**src/rtl/syncrx_pkg.sv**
```systemverilog
// Shared types for the synchronous receiver.
package syncrx_pkg;
    // Alignment sequencer states
    typedef enum logic [1:0] {
        HS_SEEK   = 2'd0,   // sliding search for the first pattern
        HS_SECOND = 2'd1,   // first pattern seen, waiting one frame
        HS_LOCKED = 2'd2    // character alignment held
    } hunt_state_t;
endpackage

```
**src/rtl/syncrx_window.sv**
```systemverilog
// Receive window: a shift register one frame wide (character plus parity).
// New bits enter at the top, so the newest frame always sits at the top.
// The outputs show the frame as it will be after the current strobe's shift,
// so that consumers can act on the same edge. Assumes frame_len <= W.
module syncrx_window #(
    parameter int MAX_BITS = 8,
    parameter int CNT_W    = 4
) (
    input  logic                clk,
    input  logic                rst_n,
    input  logic                preset,
    input  logic                bit_en,
    input  logic                rx_bit,
    input  logic [CNT_W-1:0]    n_bits,
    input  logic [CNT_W-1:0]    frame_len,
    input  logic [MAX_BITS-1:0] char_mask,
    output logic [MAX_BITS-1:0] char_now,
    output logic                par_now
);
    localparam int W = MAX_BITS + 1;

    logic [W-1:0]     win;
    logic [W-1:0]     nxt;
    logic [W-1:0]     frame;
    logic [CNT_W-1:0] shamt;

    // Purpose: window contents after this cycle's shift, aligned to bit 0
    always_comb begin
        nxt      = bit_en ? {rx_bit, win[W-1:1]} : win;
        shamt    = CNT_W'(W) - frame_len;
        frame    = nxt >> shamt;
        char_now = frame[MAX_BITS-1:0] & char_mask;
        par_now  = frame[n_bits];
    end

    // Purpose: hold the window, preset to all ones on reset or hunt
    always_ff @(posedge clk) begin
        if (!rst_n || preset)
            win <= '1;
        else if (bit_en)
            win <= nxt;
    end

    assert_preset_all_ones_R1: assert property (@(posedge clk) disable iff (!rst_n)
        preset |=> (win == '1));
endmodule

```
**src/rtl/syncrx_hunt.sv**
```systemverilog
// Alignment sequencer and sync status flag.
// Runs either an internal one- or two-pattern search, or an external
// level-based search. Its output tells the assembler when frames are aligned.
// Assumes masked sync patterns and one strobe per received bit.
module syncrx_hunt
    import syncrx_pkg::*;
#(
    parameter int MAX_BITS = 8,
    parameter int CNT_W    = 4
) (
    input  logic                clk,
    input  logic                rst_n,
    input  logic                hunt_cmd,
    input  logic                bit_en,
    input  logic                status_rd,
    input  logic                ext_mode,
    input  logic                dual_sync,
    input  logic                ext_sync_in,
    input  logic [CNT_W-1:0]    frame_len,
    input  logic [MAX_BITS-1:0] char_now,
    input  logic [MAX_BITS-1:0] sync_a_m,
    input  logic [MAX_BITS-1:0] sync_b_m,
    input  logic                char_hit,
    output logic                locked,
    output logic                sync_flag
);
    hunt_state_t      st, st_n;
    logic [CNT_W-1:0] cnt, cnt_n;
    logic [1:0]       hist;
    logic             hunt_set;
    logic             match_a, match_b, frame_end;
    logic             ext_lock, ext_mark, flag_set;

    // Purpose: pattern compares and external level qualifiers
    always_comb begin
        match_a   = (char_now == sync_a_m);
        match_b   = (char_now == sync_b_m);
        frame_end = ((cnt + CNT_W'(1)) == frame_len);
        ext_lock  = ext_mode && bit_en && ext_sync_in && hist[0];
        ext_mark  = ext_lock && !hist[1];
    end

    // Purpose: next-state logic for the alignment search
    always_comb begin
        st_n     = st;
        cnt_n    = cnt;
        hunt_set = 1'b0;
        case (st)
            HS_SEEK: begin
                if (ext_mode) begin
                    if (ext_lock) begin
                        st_n     = HS_LOCKED;
                        hunt_set = 1'b1;
                    end
                end else if (bit_en && match_a) begin
                    cnt_n = '0;
                    if (dual_sync) begin
                        st_n = HS_SECOND;
                    end else begin
                        st_n     = HS_LOCKED;
                        hunt_set = 1'b1;
                    end
                end
            end
            HS_SECOND: begin
                if (ext_mode) begin
                    st_n = HS_SEEK;
                end else if (bit_en) begin
                    if (frame_end) begin
                        cnt_n = '0;
                        if (match_b) begin
                            st_n     = HS_LOCKED;
                            hunt_set = 1'b1;
                        end else if (!match_a) begin
                            st_n = HS_SEEK;
                        end
                    end else begin
                        cnt_n = cnt + CNT_W'(1);
                    end
                end
            end
            HS_LOCKED: ;
            default: st_n = HS_SEEK;
        endcase
        if (hunt_cmd) begin
            st_n  = HS_SEEK;
            cnt_n = '0;
        end
    end

    assign flag_set = !hunt_cmd &&
                      (hunt_set || ((st == HS_LOCKED) && (char_hit || ext_mark)));

    // Purpose: state, frame counter and external level history
    always_ff @(posedge clk) begin
        if (!rst_n) begin
            st   <= HS_SEEK;
            cnt  <= '0;
            hist <= '0;
        end else begin
            st  <= st_n;
            cnt <= cnt_n;
            if (hunt_cmd)
                hist <= '0;
            else if (bit_en)
                hist <= {hist[0], ext_sync_in};
        end
    end

    // Purpose: sticky sync status, set wins over read, hunt clears
    always_ff @(posedge clk) begin
        if (!rst_n || hunt_cmd)
            sync_flag <= 1'b0;
        else if (flag_set)
            sync_flag <= 1'b1;
        else if (status_rd)
            sync_flag <= 1'b0;
    end

    assign locked = (st == HS_LOCKED);

    assert_lock_on_strobe_R2: assert property (@(posedge clk) disable iff (!rst_n)
        $rose(locked) |-> $past(bit_en));

    assert_read_clears_flag_R10: assert property (@(posedge clk) disable iff (!rst_n)
        (status_rd && !bit_en) |=> !sync_flag);

    assert_hunt_drops_lock_R12: assert property (@(posedge clk) disable iff (!rst_n)
        hunt_cmd |=> !locked);
endmodule

```
**src/rtl/syncrx_assembler.sv**
```systemverilog
// Character assembler: counts frame bits once aligned, loads the character,
// checks parity and keeps the sticky error flags. Also reports a received
// character that equals the first sync pattern. Assumes frames of frame_len bits.
module syncrx_assembler #(
    parameter int MAX_BITS = 8,
    parameter int CNT_W    = 4
) (
    input  logic                clk,
    input  logic                rst_n,
    input  logic                hunt_cmd,
    input  logic                locked,
    input  logic                bit_en,
    input  logic [CNT_W-1:0]    frame_len,
    input  logic [MAX_BITS-1:0] char_now,
    input  logic                par_now,
    input  logic                par_en,
    input  logic                par_odd,
    input  logic [MAX_BITS-1:0] sync_a_m,
    input  logic                data_rd,
    input  logic                err_clr,
    output logic [MAX_BITS-1:0] rx_char,
    output logic                rx_ready,
    output logic                parity_err,
    output logic                overrun_err,
    output logic                char_hit
);
    logic [CNT_W-1:0] bit_cnt;
    logic             done, par_bad;

    // Purpose: frame completion, parity judgement and sync compare
    always_comb begin
        done     = locked && bit_en && !hunt_cmd &&
                   ((bit_cnt + CNT_W'(1)) == frame_len);
        par_bad  = ((^char_now) ^ par_now) != par_odd;
        char_hit = done && (char_now == sync_a_m);
    end

    // Purpose: bit position within the current frame
    always_ff @(posedge clk) begin
        if (!rst_n || hunt_cmd || !locked)
            bit_cnt <= '0;
        else if (bit_en)
            bit_cnt <= done ? '0 : bit_cnt + CNT_W'(1);
    end

    // Purpose: character hold register and ready flag
    always_ff @(posedge clk) begin
        if (!rst_n) begin
            rx_char  <= '0;
            rx_ready <= 1'b0;
        end else begin
            if (done)
                rx_char <= char_now;
            if (done)
                rx_ready <= 1'b1;
            else if (data_rd)
                rx_ready <= 1'b0;
        end
    end

    // Purpose: sticky error flags, set wins over clear
    always_ff @(posedge clk) begin
        if (!rst_n) begin
            parity_err  <= 1'b0;
            overrun_err <= 1'b0;
        end else begin
            if (done && par_en && par_bad)
                parity_err <= 1'b1;
            else if (err_clr)
                parity_err <= 1'b0;
            if (done && rx_ready && !data_rd)
                overrun_err <= 1'b1;
            else if (err_clr)
                overrun_err <= 1'b0;
        end
    end

    assert_ready_after_frame_R7: assert property (@(posedge clk) disable iff (!rst_n)
        $rose(rx_ready) |-> ($past(bit_en) && $past(locked)));

    assert_overrun_needs_pending_R9: assert property (@(posedge clk) disable iff (!rst_n)
        $rose(overrun_err) |-> $past(rx_ready));

    assert_no_parity_in_hunt_R4: assert property (@(posedge clk) disable iff (!rst_n)
        $rose(parity_err) |-> $past(locked));
endmodule

```
**src/rtl/syncrx_top.sv**
```systemverilog
// Synchronous character receiver top: decodes the character format and
// masks the sync patterns, then connects the window, the alignment
// sequencer and the assembler. Assumes one bit_en strobe per received bit.
module syncrx_top #(
    parameter int MIN_BITS = 5,
    parameter int MAX_BITS = 8,
    parameter int LEN_W    = $clog2(MAX_BITS - MIN_BITS + 1),
    parameter int CNT_W    = $clog2(MAX_BITS + 2)
) (
    input  logic                clk,
    input  logic                rst_n,
    input  logic                bit_en,
    input  logic                rx_bit,
    input  logic                hunt_cmd,
    input  logic                status_rd,
    input  logic                data_rd,
    input  logic                err_clr,
    input  logic [LEN_W-1:0]    len_code,
    input  logic                par_en,
    input  logic                par_odd,
    input  logic                dual_sync,
    input  logic                ext_mode,
    input  logic                ext_sync_in,
    input  logic [MAX_BITS-1:0] sync_a,
    input  logic [MAX_BITS-1:0] sync_b,
    output logic                in_hunt,
    output logic                sync_flag,
    output logic [MAX_BITS-1:0] rx_char,
    output logic                rx_ready,
    output logic                parity_err,
    output logic                overrun_err
);
    logic [CNT_W-1:0]    n_bits, frame_len;
    logic [MAX_BITS-1:0] char_mask, sync_a_m, sync_b_m, char_now;
    logic                par_now, locked, char_hit;

    // Purpose: character length, frame length and the valid-bit mask
    always_comb begin
        n_bits    = CNT_W'(MIN_BITS) + CNT_W'(len_code);
        frame_len = n_bits + CNT_W'(par_en);
        for (int i = 0; i < MAX_BITS; i++)
            char_mask[i] = (CNT_W'(i) < n_bits);
        sync_a_m  = sync_a & char_mask;
        sync_b_m  = sync_b & char_mask;
    end

    syncrx_window #(.MAX_BITS(MAX_BITS), .CNT_W(CNT_W)) u_window (
        .clk(clk), .rst_n(rst_n), .preset(hunt_cmd), .bit_en(bit_en),
        .rx_bit(rx_bit), .n_bits(n_bits), .frame_len(frame_len),
        .char_mask(char_mask), .char_now(char_now), .par_now(par_now)
    );

    syncrx_hunt #(.MAX_BITS(MAX_BITS), .CNT_W(CNT_W)) u_hunt (
        .clk(clk), .rst_n(rst_n), .hunt_cmd(hunt_cmd), .bit_en(bit_en),
        .status_rd(status_rd), .ext_mode(ext_mode), .dual_sync(dual_sync),
        .ext_sync_in(ext_sync_in), .frame_len(frame_len), .char_now(char_now),
        .sync_a_m(sync_a_m), .sync_b_m(sync_b_m), .char_hit(char_hit),
        .locked(locked), .sync_flag(sync_flag)
    );

    syncrx_assembler #(.MAX_BITS(MAX_BITS), .CNT_W(CNT_W)) u_asm (
        .clk(clk), .rst_n(rst_n), .hunt_cmd(hunt_cmd), .locked(locked),
        .bit_en(bit_en), .frame_len(frame_len), .char_now(char_now),
        .par_now(par_now), .par_en(par_en), .par_odd(par_odd),
        .sync_a_m(sync_a_m), .data_rd(data_rd), .err_clr(err_clr),
        .rx_char(rx_char), .rx_ready(rx_ready), .parity_err(parity_err),
        .overrun_err(overrun_err), .char_hit(char_hit)
    );

    assign in_hunt = !locked;

    assert_ready_held_R7: assert property (@(posedge clk) disable iff (!rst_n)
        (rx_ready && !data_rd && !hunt_cmd) |=> rx_ready);
endmodule

```
**config.mk**
```make
export PLATFORM = sky130hd
export DESIGN_NAME = syncrx_top
export DESIGN_NICKNAME = d
export VERILOG_FILES = /design/src/rtl/syncrx_pkg.sv /design/src/rtl/syncrx_window.sv /design/src/rtl/syncrx_hunt.sv /design/src/rtl/syncrx_assembler.sv /design/src/rtl/syncrx_top.sv
export SDC_FILE = /design/constraint.sdc
export NUM_CORES = 1
export LEC_CHECK = 0
export ABC_AREA = 0
export BUFFER_PORTS_ARGS = -buffer_cell sky130_fd_sc_hd__buf_2
export CAP_MARGIN = 20
export CORE_MARGIN = 2
export CORE_UTILIZATION = 52
export DETAILED_ROUTE_END_ITERATION = 10
export GPL_TIMING_DRIVEN = 1
export PLACE_DENSITY_LB_ADDON = 0.15
export SLEW_MARGIN = 20
export SYNTH_ARGS = -nofsm -noshare
export SYNTH_HDL_FRONTEND = slang
export SYNTH_SLANG_ARGS = --single-unit
```
**constraint.sdc**
```tcl
create_clock -name clk -period 2.7 [get_ports clk]
set_input_delay 0.135 -clock clk [delete_from_list [all_inputs] [get_ports clk]]
set_output_delay 0.135 -clock clk [all_outputs]
set_load 0.03 [all_outputs]
```
**After elaboration in Yosys (flattened, before gate mapping)**

Index checks and enable logic that the tools add are counted.
W data, S select, Z words.

- Latch bits: 0
- Register bits after elaboration: 33
- Memory bits (read-only): 0
- Memories kept: 0
- Output and inout bits: 13
- Bits in writable memories: 0
- Logic and storage cells: 117

- Add/subtract/negate cells: 5
- Div/mod/pow operators: 0
- Bitwise logic cells: 6
- Equality and inequality tests: 16
- Shift-type cells: 1
- Multipliers: 0
- Muxes and demuxes: 36
- Reductions and logical operators: 34
- $lt $le $gt $ge: 9

Operators with widths:

| operator | number |
|---|---|
| $and A8 B8 Y8 | 3 |
| $mux W4 | 6 |
| $mux W2 | 9 |
| $eq A8 B8 Y1 | 2 |
| $lt A3 B4 Y1 const A | 4 |
| $mux W1 | 16 |
| $logic_and A1 B1 Y1 | 15 |
| $reduce_bool A2 Y1 | 5 |
| $mux W9 | 1 |
| $ne A3 B2 Y1 const B | 3 |
| $shr A9 B4 Y9 | 1 |
| $add A4 B1 Y4 const B | 2 |
| $eq A4 B4 Y1 | 2 |
| $lt A1 B4 Y1 const A | 2 |
| $lt A2 B4 Y1 const A | 2 |
| $pmux W4 S2 | 1 |
| $reduce_xor A8 Y1 | 1 |
| $ne A2 B2 Y1 const B | 3 |
| $pmux W2 S3 | 1 |
| $reduce_and A6 Y1 | 1 |
| $logic_not A1 Y1 | 5 |
| $lt A4 B5 Y1 const B | 1 |
| $reduce_and A5 Y1 | 1 |
| $add A3 B2 Y4 const A | 1 |
| other kinds (15) | 19 |

**Depth between registers and ports, before layout**

Gate-level depths: netlist of the first run.

- Depth in word-level cells: 14
- Gate-level depth with buffers: 15

**Cells and area by module**

From an unflattened synthesis of the first run, not the netlist that was laid out.

- Cells, all modules: 349
- Area total of the unflattened synthesis: 2959.1 um^2

By module, submodules not included:

| module | instances | area an instance (um^2) | cells an instance |
|---|---|---|---|
| syncrx_window | 1 | 1086.0 | 135 |
| syncrx_assembler | 1 | 917.1 | 101 |
| syncrx_hunt | 1 | 783.3 | 89 |
| syncrx_top | 1 | 172.7 | 24 |

**Worst setup path before layout of the first run**

OpenSTA, ideal clock, no wires.

- Kind: in2reg
- From: input len_code[0]
- To: register u_hunt.st[1]
- Required time: 2621 ps
- Stages on the path: 14
- Path buffers: 1
- Arrival: 2821 ps
- Setup slack: -200 ps
- Cells stage by stage: inv_1 ha_1 inv_1 fa_1 buf_2 nand2_1 o32ai_1 a21oi_1 and3b_1 a2111o_1 nor4_2 nand2b_2 o211a_1 a211oi_2

- Cells in the longest elaborated chain, start to end: 11
- Elaborated cells between the ends (all ways): 28

RTL lines:

| element | RTL line | source |
|---|---|---|
| from (decl) | syncrx_top.sv:18 | `input logic [LEN_W-1:0] len_code,` |
| $add A3 B2 Y4 (*) | syncrx_top.sv:39 | `n_bits = CNT_W'(MIN_BITS) + CNT_W'(len_code);` |
| $add A4 B1 Y4 | syncrx_top.sv:40 | `frame_len = n_bits + CNT_W'(par_en);` |
| $sub A4 B4 Y4 | syncrx_window.sv:30 | `shamt = CNT_W'(W) - frame_len;` |
| $shr A9 B4 Y9 | syncrx_window.sv:31 | `frame = nxt >> shamt;` |
| $and A8 B8 Y8 | syncrx_window.sv:32 | `char_now = frame[MAX_BITS-1:0] & char_mask;` |
| $eq A8 B8 Y1 | syncrx_hunt.sv:37 | `match_b = (char_now == sync_b_m);` |
| $mux W2 | syncrx_hunt.sv:71 | `if (match_b) begin` |
| $mux W2 | syncrx_hunt.sv:69 | `if (frame_end) begin` |
| $mux W2 | syncrx_hunt.sv:68 | `end else if (bit_en) begin` |
| $mux W2 | syncrx_hunt.sv:66 | `if (ext_mode) begin` |
| $pmux W2 S3 | syncrx_hunt.sv:48 | `case (st)` |
| to (signal assigned) | syncrx_hunt.sv:101 | `st <= st_n;` |
| to (decl) | syncrx_hunt.sv:27 | `hunt_state_t st, st_n;` |

Mark *: on every way between the ends. The rest lies on a longest branch, timed or not. The select of a mux whose other input is x is not followed.
A chain may end at the register's enable or synchronous reset.

**Final worst setup path of the first run**

Same ends and word-level chain as after synthesis.

==> key figures, run 1 <==
Floorplanning
  • I/O pin count: 44
  • Core area: approximately 5200 um^2
  • Row count: 26
  • Die width: between 70 and 80 um
  • Die ar.: ~6000 um^2
  • DIE HEIGHT: 77.6 um
  • Starting Density: 54.4%

Detailed routing
  • 1st-iter DRT viols: 199
  • Vias: 2967
  • Avg Vias per Cell: between 5 and 6
  • DRC errors left: 0
  • Post-DR wirelength/cell: 16.3 um
  • Routed Antenna Nets: 0
  • DR pass1 iterations: 4
  • WL final: 8390 um

Global route
  • First-pass GRT wire length: 13700 um
  • GR Util All Layers: roughly 28%
  • Initial antenna violation count: 0
  • Grt total ovfl: 0
  • Vias in the first global route: 2929
  • Pin count of the biggest net entering global routing: 23

Worst setup path
  • Crit. End Element: register
  • Crit-path max FO: 10
  • CP top delay family: compound AO/OA/AOI/OAI gates
  • CP Class: in -> reg
  • Startpoint type of the worst setup path: primary input
  • CP Data Arrival Time: 2.97 ns
  • Critical Path RT: 2.91 ns
  • Worst path max stage delay: 0.37 ns
  • Worst path buffer plus inverter count: 6
  • Cell Chain, Critical Path: buf_8 > clkinvlp_4 > buf_6 > fa_2 > buf_6 > buf_4 > nand2b_1 > o22ai_2 > a211oi_4 > buf_4 > a22oi_2 > nand3_1 > nor4_2 > nand2b_2 > o211a_1 > a211oi_2
  • R2r worst-path depth: 10
  • Capture point of the worst reg-to-reg path: u_hunt.st[1]
  • Slowest-stage cell, CP: fa_2
  • Reg2reg setup slack: 0.07 ns
  • Worst flop-to-flop path startpoint: u_hunt.cnt[0]

Clock tree
  • Clk slew on worst S/H paths: 0.07 ns
  • CTS Sinks: 33
  • Root buffer cell: clkbuf_8
  • CTS tree: done
  • Skew-Pair Late Insertion Delay: 0.29 ns
  • Num CTS Buffers: 5
  • H-tree Lvls: 2
  • Max Root-Sink Buffers: 2

Logic synthesis
  • Sequential fraction of the synthesis area: 23.5%
  • Mapped Avg Cell Area: 8.14 um^2
  • YS warnings: 0
  • EDFF count, synth: 0
  • Post-Syn Nets: 385
  • Synth cell types: 68
  • Top_reg_cell synth: dfxtp_1
  • FFs w/ async S/R, synth: 0%
  • Flop and latch count out of synthesis: 33
  • Synth Cell Area: between 2000 and 3000 um^2
  • Synth Instances: 346

Status
  • Failing checks: setup timing
  • Status: complete, but fails checks

Power and ir drop
  • P_sw: 517 uW
  • Overall power: 1.59 mW
  • Comb pwr share: around 43%
  • Power Internal: 1.07 mW
  • Clock share of power: 26.7%
  • Sw frac: 32.6%
  • Pwr dens: 409 nW/um^2
  • Leak pwr: 1.66 nW
  • Worst-case vdd ir drop: 298 uV
  • Flop pwr share: 30.9%

Min path
  • WHS Endpoint: u_hunt.hist[0]
  • Hold crit path type: in -> reg
  • Min-delay src: ext_sync_in
  • Hold depth: 3

Timing
  • Period minus WS final: 2.76 ns
  • Total negative setup slack: -0.256 ns
  • Final slew viol count: 0
  • RSZ-0062 raised after global routing: yes
  • Final Hold Viols: 0
  • Endpoints failing setup: 6
  • Final period util: 102%
  • Relative slew margins: 70.3%
  • Peak Freq: about 360 MHz
  • Final worst slack: -0.0599 ns
  • Clock Skew: 0.00508 ns
  • Least-Margin Pin Slew: between 0.4 and 0.5 ns

Cells and area
  • Ant diodes: 0
  • NumNets Final: between 400 and 500
  • Layout cell share with drive strength beyond 1: 38.3%
  • Layout Utilization: about 75%
  • Layout area overhead: 37.9%

Placed design
  • Routability Congestion: 0.967
  • IO buf count: 43
  • HPWL after detailed placement: 5970 um

Job
  • Max Cap Viol: 0
state kept, by name (all words and copies together) (netlist names):
register           flops
u_window.win           9
u_asm.rx_char          8
u_asm.bit_cnt          4
u_hunt.cnt             4
u_hunt.hist            2
u_hunt.st              2
u_asm.overrun_err      1
u_asm.parity_err       1
u_asm.rx_ready         1
u_hunt.sync_flag       1
tightest hold or removal path: stages:
cell and delay (ns):
buf_2 0.09, mux2i_1 0.06, nor2_1 0.07
layer usage:
layer	vias to the layer above	GRT usage, %	part of all wire [%]
met1	1395	34.6	43
met3	27	5.81	4.8
met2	95	48.6	49
met5	-	0	0
li1	1450	-	-
met4	0	10.0	2.8
worst max path at each step:
stage | start | to | slack [ns] | cells after the start
2_1_floorplan | len_code[0] | u_hunt.st[1] | -0.06 | 13
3_3_place_gp | len_code[0] | u_asm.parity_err | -0.30 | 14
3_5_place_dp | len_code[0] | u_hunt.st[1] | -0.37 | 14
4_1_cts | len_code[0] | u_hunt.st[1] | -0.02 | 14
5_1_grt | len_code[0] | u_hunt.st[0] | -0.16 | 16
6_report | len_code[0] | u_hunt.st[1] | -0.06 | 16
layout by cell type, fill, tap and decap left out, types with 8 or more instances in the layout:
| master | count |
|---|---|
| a21oi_1 | 16 |
| nand3_1 | 12 |
| dfxtp_1 | 33 |
| nand2b_1 | 9 |
| nor2_1 | 26 |
| nor2b_1 | 12 |
| buf_2 | 42 |
| inv_1 | 10 |
| buf_4 | 61 |
| nand2_1 | 36 |
| xnor2_1 | 8 |
| xor2_1 | 10 |
| mux2i_1 | 24 |
timing repair:
item                                    CTS  global route
endpoints found under the setup margin    8             8
pin swaps                                11            20
hold buffers                              0             0
buffers inserted                          5             1
endpoints found under the hold margin     0             0
gates resized for setup                  18            23
logic make-up after synthesis:
logic type      after synthesis  synth area share, %
fa+ha+maj                     8                 3.82
buf+inv                      33                 5.78
flops                        33                 23.5
compound gates               78                 20.3
simple gates                133                 24.0
xor+xnor                     23                 7.64
mux                          38                 15.0
power by group through the flow:
stage / Combinational [mW] / Clock [mW] / Sequential [mW]
finish: 0.673 / 0.423 / 0.490
global route: 0.718 / 0.453 / 0.490
CTS: 0.594 / 0.426 / 0.490
detailed placement: 0.556 / 0 / 0.501
global placement: 0.553 / 0 / 0.501
floorplan: 0.357 / 0 / 0.500
cells in the mapped netlist, types with 2 or more instances:
library cell	instances	area (um^2)
clkbuf_1	9	33.8
mux2i_1	26	260
ha_1	7	87.6
o32a_1	2	20.0
nor4_1	3	18.8
a22oi_1	6	45.0
o21ai_0	7	35.0
dfxtp_1	33	661
o22ai_1	9	56.3
nand3_1	13	65.1
mux2i_2	5	68.8
nor2b_1	12	75.1
o2bb2ai_1	2	17.5
nor3_1	7	35.0
nand3b_1	3	22.5
buf_1	2	7.51
o221ai_1	3	26.3
xor2_1	12	105
inv_1	12	45.0
o21a_1	2	15.0
a21oi_1	19	95.1
buf_6	2	22.5
and3_1	2	12.5
a31oi_1	2	12.5
a211oi_2	2	25.0
and2_1	3	18.8
mux2_2	4	45.0
o32ai_1	2	17.5
o211a_1	3	30.0
xnor2_1	10	87.6
nor2_1	28	105
nand2_1	37	139
nand4_1	4	25.0
buf_2	6	30.0
nand2b_1	9	56.3
o21ai_1	4	20.0
nor4b_1	3	26.3
per-stage QoR:
step,hold slack (ns),instance area (um^2),worst slack (ns),instances
final,0.0991,3880,-0.0599,516
after global routing,0.134,3880,-0.163,516
after CTS,0.0992,3750,-0.0197,515
after detailed placement,0.394,3510,-0.368,502
after global placement,0.388,3510,-0.301,502
after floorplan,0.279,2840,-0.0645,346
area by class of cell:
type	instances	area (um^2)
clock buffer	7	96.3
fill	377	1290
sequential	33	661
tap	70	87.6
inverter	13	52.6
multi-input combinational	280	2200
clock inverter	1	5.00
timing repair buffer	112	782
Note: power is estimated with default switching activity, not from simulation.
==> run 2, diff against run 1 <==
CORE_UTILIZATION = 58   (was 52)
CTS_CLUSTER_DIAMETER = 30   (was not set)
clock period = 3 ns   (was 2.7 ns; I/O delays follow)
==> run 2 against run 1 <==
The run now ends clean. Die area is 9.8% lower. First-iteration DRC count is 5.5% lower. Routed wire length is 17% lower. Worst hold slack better by 0.023 ns. Utilization is 3.8 points lower. Register-to-register slack better by 0.24 ns. Highest routed layer unchanged. Global-route usage is 1.4 points lower. Largest power group unchanged. Cell count is 10% lower. Sequential power is 10% lower. Sequential share of layout area is 2.7 points higher. Total power is 20% lower. Worst setup slack better by 0.30 ns.
==> key figures, run 2 (synthesis results as in run 1) <==
Clock tree
  • Clk slew on worst S/H paths: 0.07 ns (about the same)
  • CTS tree: done
  • Max Root-Sink Buffers: 2 (unchanged)
  • Post-CTS Hold Fix Bufs: 0 (unchanged)
  • Skew-Pair Late Insertion Delay: 0.29 ns (about the same)
  • Root buffer cell: clkbuf_8
  • Num CTS Buffers: 5 (unchanged)
  • CTS Sinks: 33 (unchanged)
  • H-tree Lvls: 2 (unchanged)

Cells and area
  • NumNets Final: 446 (-7.9%)
  • Reg area: 661 um^2 (unchanged)
  • Commonest non-fill, non-tap cell in the layout: buf_2
  • Layout Cells excl Fill: 462 (-10%)
  • Largest regs: u_window.win x9, u_asm.rx_char x8
  • Layout cell share with drive strength beyond 1: 25.7% (-13 points)
  • Most frequent cells in the layout: buf_2 (43), nand2_1 (37), dfxtp_1 (33), buf_4 (29), nor2_1 (28)
  • Top reg by flops: u_window.win
  • Max FFs per register: 9 (unchanged)
  • Fillers: 395 (+4.8%)
  • Layout area overhead: 18.8%
  • Ant diodes: 0 (unchanged)
  • Multi-input logic area: 2000 um^2 (-8.9%)

Worst setup path
  • Reg2reg setup slack: 0.31 ns (+0.24 ns)
  • CP Data Arrival Time: 2.97 ns (about the same)
  • Startpoint type of the worst setup path: primary input
  • Crit-path max FO: 5 (-5)
  • Cell Chain, Critical Path: buf_2 > inv_1 > ha_1 > inv_1 > fa_1 > or3b_1 > o32ai_1 > a21oi_1 > and3b_1 > a2111o_1 > nor4_2 > nand2b_2 > o211a_1 > a211oi_2
  • R2r worst-path depth: 8 (-2)
  • Most frequent CP cell: inv_1
  • Critical Path RT: 3.21 ns (+0.30 ns)
  • Slowest-stage cell, CP: fa_1
  • Worst path max stage delay: 0.54 ns (+0.17 ns)
  • CP Class: in -> reg
  • Crit. End Element: register

Floorplanning
  • Row count: 25 (-3.8%)
  • Core area: 4690 um^2 (-9.3%)
  • DIE HEIGHT: 73.7 um (-5.0%)
  • Die ar.: 5430 um^2 (-9.8%)
  • Die width: 73.7 um (-5.0%)
  • Starting Density: 60.0% (+5.6 points)
  • I/O pin count: 44 (unchanged)

Global route
  • First-pass GRT wire length: 11400 um (-17%)
  • Grt total ovfl: 0 (unchanged)
  • Met3 usage: 6.17% (+0.36 points)
  • Gr busiest metal: met2
  • Met2 track demand over resource: 42.1% (-6.6 points)
  • M1 GR Usage: 36.8% (+2.2 points)
  • GR Util All Layers: 26.8% (-1.4 points)
  • Vias in the first global route: 2493 (-15%)
  • Pin count of the biggest net entering global routing: 20 (-13%)
  • Initial antenna violation count: 0 (unchanged)

Min path
  • Hold crit path type: in -> reg
  • Hold depth: 3 (unchanged)

Detailed routing
  • Routed Antenna Nets: 0 (unchanged)
  • Post-DR wirelength/cell: 15.1 um (-7.0%)
  • Vias: 2718 (-8.4%)
  • DR pass1 iterations: 4 (unchanged)
  • Avg Vias per Cell: 5.88 (+2.3%)
  • DRC errors left: 0 (unchanged)
  • WL final: 6980 um (-17%)
  • 1st-iter DRT viols: 188 (-5.5%)

Timing
  • RSZ-0062 raised after global routing: no
  • Final slew viol count: 0 (unchanged)
  • Peak Freq: 363 MHz
  • Total negative setup slack: 0 ns (+0.256 ns)
  • Least-Margin Pin Slew: 0.571 ns (+0.126 ns)
  • Final Hold Viols: 0 (unchanged)
  • Endpoints failing setup: 0 (-6)
  • Final period util: 91.9%
  • Relative slew margins: 61.9% (-8.4 points)
  • Period minus WS final: 2.76 ns
  • Clock Skew: 0.0104 ns (+0.00528 ns)

Placed design
  • Routability Congestion: 0.934 (-3.4%)
  • IO buf count: 43 (unchanged)
  • Placed insts: 453 (-9.8%)
  • HPWL after detailed placement: 5500 um (-7.9%)

Power and ir drop
  • Leak pwr: 1.43 nW (-14%)
  • Overall power: 1.26 mW (-20%)
  • Worst-case vdd ir drop: 316 uV (+5.9%)
  • Pwr dens: 378 nW/um^2 (-7.6%)

Status
  • Status: finished clean

Job
  • Max Cap Viol: 0 (unchanged)
[run 2: cell count changes in the layout (fill, tap and decap cells not counted), sizes merged]
| cell | change |
|---|---|
| inv | +1 |
| buf | -38 |
| clkinvlp | -1 |
[run 2: worst max-delay path: cells and delay by family]
family	cells	cell delay, ns
adders and majority gates	2	0.68
buffers and inverters	3	0.21
and+or+nand+nor	4	0.90
AOI/OAI and AO/OA	5	1.02
[run 2: path summary, 6_finish.rpt]
path | start | to
worst min-delay path | ext_sync_in | u_hunt.hist[0]
worst max register to register | u_hunt.cnt[1] | u_hunt.st[1]
worst max-delay path | len_code[0] | u_hunt.st[1]
worst min register to register | u_window.win[0] | u_window.win[0]
[run 2: power by group]
part / switching [mW] / internal [mW] / total [mW]
sequential: 0.00145 / 0.439 / 0.441
combinational: 0.235 / 0.219 / 0.455
clock: 0.160 / 0.207 / 0.368
total: 0.397 / 0.866 / 1.26
[run 2: final cells by class]
type	count	share of cell area, %
Clock buffer	7	2.88
Clock inverter	1	0.150
Inverter	13	1.46
Multi-Input combinational cell	280	59.9
Sequential cell	33	19.8
Tap cell	54	2.02
Timing Repair Buffer	74	13.9
[run 2: timing repair]
action                                  CTS  global route
gates resized for setup                   0             2
setup buffers                             0             1
hold endpoints to repair                  0             0
endpoints found under the setup margin    0             1
[run 2: per-layer routing]
metal	part of all wire, %	vias up
li1	-	1370
met1	47	1259
met2	46	80
met3	5.5	9
met4	1.5	0
met5	0	-
[run 2: per-stage QoR]
step	hold WS [ns]	util, %	setup slack (ns)	cell area (um^2)
global route	0.156	71.3	0.00207	3340
global placement	0.398	68.7	-0.0103	3230
floorplan	0.294	-	0.0851	2820
detailed placement	0.414	68.7	-0.0507	3230
CTS	0.120	70.9	0.206	3330
finish	0.122	71.3	0.242	3340
